## src/rtl/romchk_pkg.sv

```systemverilog
package romchk_pkg;
  localparam int STATE_W = 3;

  typedef enum logic [STATE_W-1:0] {
    S_DATA       = 3'd0,
    S_TAIL       = 3'd1,
    S_ROM_FIRST  = 3'd2,
    S_HASH_FIRST = 3'd3,
    S_COMPARE    = 3'd4,
    S_PASS       = 3'd5,
    S_FAIL       = 3'd6
  } state_t;
endpackage

```

## src/rtl/romchk_state_reg.sv

```systemverilog
module romchk_state_reg
  import romchk_pkg::*;
(
  input  logic   clk,
  input  logic   rst,
  input  state_t state_nxt,
  output state_t state_cur
);
  state_t state_q;

  always_ff @(posedge clk) begin
    if (rst) state_q <= S_DATA;
    else     state_q <= state_nxt;
  end

  // any encoding outside the legal set behaves as the fail state
  always_comb begin
    case (state_q)
      S_DATA, S_TAIL, S_ROM_FIRST, S_HASH_FIRST,
      S_COMPARE, S_PASS, S_FAIL: state_cur = state_q;
      default:                   state_cur = S_FAIL;
    endcase
  end
endmodule

```

## src/rtl/romchk_next_state.sv

```systemverilog
module romchk_next_state
  import romchk_pkg::*;
(
  input  state_t state_cur,
  input  logic   hs_last,
  input  logic   hash_done,
  input  logic   hash_err,
  input  logic   cnt_done,
  input  logic   cnt_fault,
  input  logic   cmp_done,
  input  logic   cmp_alert,
  output state_t state_nxt
);
  logic stray_cmp, stray_cnt, stray_hash, violation;
  state_t order_nxt;

  assign stray_cmp  = cmp_done && !(state_cur inside {S_COMPARE, S_PASS});
  assign stray_cnt  = cnt_done && (state_cur == S_DATA);
  assign stray_hash = hash_done && !(state_cur inside {S_TAIL, S_ROM_FIRST});
  assign violation  = stray_cmp | stray_cnt | stray_hash | cmp_alert | cnt_fault;

  always_comb begin
    order_nxt = state_cur;
    case (state_cur)
      S_DATA: if (hs_last) order_nxt = S_TAIL;
      S_TAIL: begin
        case ({hash_done, cnt_done})
          2'b01:   order_nxt = S_ROM_FIRST;
          2'b10:   order_nxt = hash_err ? S_FAIL : S_HASH_FIRST;
          2'b11:   order_nxt = hash_err ? S_FAIL : S_COMPARE;
          default: order_nxt = S_TAIL;
        endcase
      end
      S_ROM_FIRST:  if (hash_done) order_nxt = hash_err ? S_FAIL : S_COMPARE;
      S_HASH_FIRST: if (cnt_done)  order_nxt = S_COMPARE;
      S_COMPARE:    if (cmp_done)  order_nxt = S_PASS;
      S_PASS:       order_nxt = S_PASS;
      default:      order_nxt = S_FAIL;
    endcase
  end

  assign state_nxt = violation ? S_FAIL : order_nxt;
endmodule

```

## src/rtl/romchk_stream_reg.sv

```systemverilog
module romchk_stream_reg (
  input  logic clk,
  input  logic rst,
  input  logic hash_ready,
  input  logic load_word,
  input  logic word_is_last,
  output logic strm_valid,
  output logic strm_last
);
  always_ff @(posedge clk) begin
    if (rst) begin
      strm_valid <= 1'b0;
      strm_last  <= 1'b0;
    end else if (hash_ready) begin
      strm_valid <= load_word;
      strm_last  <= load_word & word_is_last;
    end
  end
endmodule

```

## src/rtl/romchk_seq.sv

```systemverilog
module romchk_seq
  import romchk_pkg::*;
(
  input  logic clk,
  input  logic rst,
  input  logic cnt_rd_req,
  input  logic cnt_last_word,
  input  logic cnt_done,
  input  logic cnt_fault,
  input  logic hash_ready,
  input  logic hash_done,
  input  logic hash_err,
  input  logic cmp_done,
  input  logic cmp_alert,
  output logic strm_valid,
  output logic strm_last,
  output logic cnt_adv_ok,
  output logic digest_capture,
  output logic cmp_start,
  output logic alert
);
  state_t state_cur, state_nxt;
  logic   hs_last, in_digest;

  romchk_state_reg u_state (
    .clk       (clk),
    .rst       (rst),
    .state_nxt (state_nxt),
    .state_cur (state_cur)
  );

  assign hs_last = strm_valid & strm_last & hash_ready;

  romchk_next_state u_next (
    .state_cur (state_cur),
    .hs_last   (hs_last),
    .hash_done (hash_done),
    .hash_err  (hash_err),
    .cnt_done  (cnt_done),
    .cnt_fault (cnt_fault),
    .cmp_done  (cmp_done),
    .cmp_alert (cmp_alert),
    .state_nxt (state_nxt)
  );

  romchk_stream_reg u_stream (
    .clk          (clk),
    .rst          (rst),
    .hash_ready   (hash_ready),
    .load_word    ((state_cur == S_DATA) & cnt_rd_req),
    .word_is_last (cnt_last_word),
    .strm_valid   (strm_valid),
    .strm_last    (strm_last)
  );

  // digest words bypass the hash engine
  assign in_digest      = state_cur inside {S_TAIL, S_HASH_FIRST};
  assign cnt_adv_ok     = hash_ready | in_digest;
  assign digest_capture = in_digest & ~cnt_done;

  always_ff @(posedge clk) begin
    if (rst) begin
      cmp_start <= 1'b0;
      alert     <= 1'b0;
    end else begin
      cmp_start <= (state_cur != S_COMPARE) && (state_nxt == S_COMPARE);
      alert     <= (state_nxt == S_FAIL);
    end
  end
endmodule

```

## config.mk

```make
export PLATFORM = sky130hd
export DESIGN_NAME = romchk_seq
export DESIGN_NICKNAME = d
export VERILOG_FILES = /design/src/rtl/romchk_pkg.sv /design/src/rtl/romchk_state_reg.sv /design/src/rtl/romchk_next_state.sv /design/src/rtl/romchk_stream_reg.sv /design/src/rtl/romchk_seq.sv
export SDC_FILE = /design/constraint.sdc
export NUM_CORES = 1
export LEC_CHECK = 0
export BUFFER_PORTS_ARGS = -buffer_cell sky130_fd_sc_hd__buf_2
export CAP_MARGIN = 20
export CELL_PAD_IN_SITES_DETAIL_PLACEMENT = 1
export CELL_PAD_IN_SITES_GLOBAL_PLACEMENT = 1
export CORE_MARGIN = 2
export CORE_UTILIZATION = 33
export DETAILED_ROUTE_END_ITERATION = 6
export GPL_ROUTABILITY_DRIVEN = 1
export PLACE_DENSITY_LB_ADDON = 0.1
export SLEW_MARGIN = 20
export SYNTH_ARGS = -nofsm -noshare
export SYNTH_HDL_FRONTEND = slang
export SYNTH_SLANG_ARGS = --single-unit
```

## constraint.sdc

```tcl
create_clock -name clk -period 2.2 [get_ports clk]
set_clock_uncertainty 0.15 [all_clocks]
set_input_delay 0.22 -clock clk [delete_from_list [all_inputs] [get_ports clk]]
set_output_delay 0.22 -clock clk [all_outputs]
set_load 0.05 [all_outputs]
```

==> summary.md <==
| Metric | Value |
|---|---|
| Status | finished, final reports clean |
| CP arrival | 1710 ps |
| Vias in the first global route | 417 |
| Die X | just over 40 um |
| Worst-margin pin slew | 480 ps |
| Final ANT Viol Nets | 0 |
| Post-route minimum period | about 1700 ps |
| Largest delay share family, worst path | compound AO/OA/AOI/OAI gates |
| Final Hold Fails | 0 |
| CP cell instances | mux2_2 -> a211oi_1 -> o41ai_2 |
| P&R area growth vs syn | 22.1% |
| Hold-fix buffers, CTS | 0 |
| Total Routing Usage GR | 0.144 |
| Buf/Inv on CP | 0 |
| Synth Register Bits | 7 |
| Initial antenna violation count | 0 |
| Die ar. | approximately 1700 sq um |
| Die height | just over 40 um |
| Total grt overflow | 0 |
| Global-route wire length before repair | between 1500 and 2000 um |
| Root buffer cell | clkbuf_4 |
| Initial Util | 0.357 |
| Routed vias | approximately 450 |
| Max-Cap Viols | 0 |
| Slew Viols, Final | 0 |
| Peak supply drop | approximately 0.27 mV |
| DR WL/cell | between 10 and 15 um |
| H-tree Lvls | 1 |
| Core area | 1300 sq um |
| Clock sinks | 7 |
| CTS tree | done |
| Port Buf Inserts | 16 |
| Fmax | about 580 MHz |
| Post-layout util | 0.436 |
| Number of diodes | 0 |
| Final nets | between 80 and 90 |
| Drt total wl | ~1100 um |
| Post-synth cell types | 30 |
| Hpwl dp | 837 um |
| Num ports | 17 |
| Post-cts resize count | 0 |
| # DRC | 0 |
| Crit. End Element | flip-flop |
| CTS clock-pin slew for the worst setup and hold paths | about 50 ps |
| Avg Inst Size Synth | a little over 9 sq um |
| Required @ worst endpoint | between 2000 and 2500 ps |
| Final period util | 0.790 |
| Share of cells above drive strength 1 | 0.391 |
| Final setup TNS | 0 ps |
| Placer Congestion | around 0.73 |
| Row count | 13 |
| Syn Inst Count | 51 |
| Synthesized Nets | a little over 60 |
| Part of the Yosys area used for sequential elements | 0.302 |
| Largest net degree at the start of global routing | 11 |
| P_leak | 0.245 nW |
| Pre-antenna DRT Iters | 2 |
| Clock Latency Late Sink | 250 ps |
| Postcts setup bufs | 0 |
| Clk buf depth | 2 |
| Crit Path Max Fanout | 9 |
| Area of the mapped netlist | 464 sq um |
| Starting DRC count in detailed routing | 7 |
| Slew headroom | 0.678 |
| CP Class | reg2reg |
| Pwr per Cell Area | ~570 nW/um^2 |
| Setup repair after global routing missed its margin | no |
| Synth warn | 0 |
| Critical path's slowest cell | dfxtp_1 |
| Critical path launch point type | flip-flop |
| Hold WC Path Type | in2reg |
| TritonCTS Buffers | 3 |
| Fillers | between 150 and 200 |
| DR vias/cell | roughly 5.3 |
| Worst path max stage delay | a little under 500 ps |
| Setup violators final | 0 |
## layout by cell type (no fill, tap or decap), types with 2 or more instances in the layout
master     n
a21oi_1    5
buf_2     16
nand4_1    2
nand2b_1   4
clkbuf_4   3
dfxtp_1    7
nor2_1     4
nor2b_1    3
a21o_1     2
## flip-flops by register name (all words and copies together), names as in the netlist
signal and count:
u_stream.strm_last 1, u_stream.strm_valid 1, u_state.state_q 3, alert 1, cmp_start 1
## per-layer routing
layer,GRT usage,vias to the layer above,routed length (um)
met3,0.0522,0,55
met4,0.0387,0,0
met1,0.204,205,577
met5,0,-,0
li1,-,230,-
met2,0.206,14,482
## kinds of logic after synthesis
family | Yosys count | synth area share
simple gates | 24 | 0.329
compound gates | 17 | 0.296
flops | 7 | 0.302
buf+inv | 2 | 0.0485
mux | 1 | 0.0243
## power breakdown
group          total [mW]  internal, mW  switching (mW)  leakage (nW)
Combinational      0.0681        0.0271          0.0410         0.173
Clock               0.119        0.0693          0.0494        0.0150
Sequential          0.139         0.132         0.00694        0.0576
Total               0.326         0.229          0.0974         0.245
## area by class of cell
| class | count | area, sq um | share of cell area |
|---|---|---|---|
| Tap cell | 15 | 18.8 | 0.0331 |
| Multi-Input combinational cell | 42 | 302 | 0.532 |
| Timing Repair Buffer | 16 | 80.1 | 0.141 |
| Clock buffer | 4 | 26.3 | 0.0464 |
| Sequential cell | 7 | 140 | 0.247 |
## worst paths after layout
check	startpoint	to	slack (ps)	depth (start not counted)
hold / removal	rst	u_stream.strm_last$_SDFFE_PP0P_	70	2
setup / recovery	u_state.state_q[0]$_SDFF_PP0_	alert$_SDFF_PP0_	460	3
setup reg to reg	u_state.state_q[0]$_SDFF_PP0_	alert$_SDFF_PP0_	460	3
hold reg to reg	u_stream.strm_last$_SDFFE_PP0P_	u_stream.strm_last$_SDFFE_PP0P_	340	2
## synth_stat cells (all sizes together)
cell type / number / area (sq um)
or2: 1 / 6.26
nor3: 1 / 5.00
o32ai: 1 / 8.76
buf: 2 / 22.5
o41ai: 1 / 16.3
mux2: 1 / 11.3
or3b: 1 / 8.76
o21ba: 1 / 10.0
and2: 1 / 6.26
a211o: 1 / 8.76
nand3b: 1 / 7.51
o211a: 1 / 10.0
a21oi: 5 / 25.0
dfxtp: 7 / 140
nor4: 1 / 12.5
nand4: 2 / 12.5
o211ai: 1 / 7.51
o21ai: 2 / 13.8
or3: 1 / 6.26
nand2b: 5 / 33.8
a221oi: 1 / 15.0
nor2: 4 / 15.0
nand3: 1 / 5.00
a211oi: 1 / 7.51
nand2: 1 / 3.75
nor2b: 3 / 18.8
a21o: 2 / 15.0
nand4bb: 1 / 11.3
## through the flow
stage	area, sq um	worst slack [ps]	hold slack (ps)	instances	power (mW)
final	567	462	73.3	84	0.326
after global routing	567	363	82.1	84	0.353
after CTS	567	463	69.2	84	0.334
after detailed placement	541	483	328	80	0.210
after global placement	541	496	325	80	0.210
after floorplan	464	627	139	51	0.187
No activity file was read; power rests on OpenSTA's default activity.
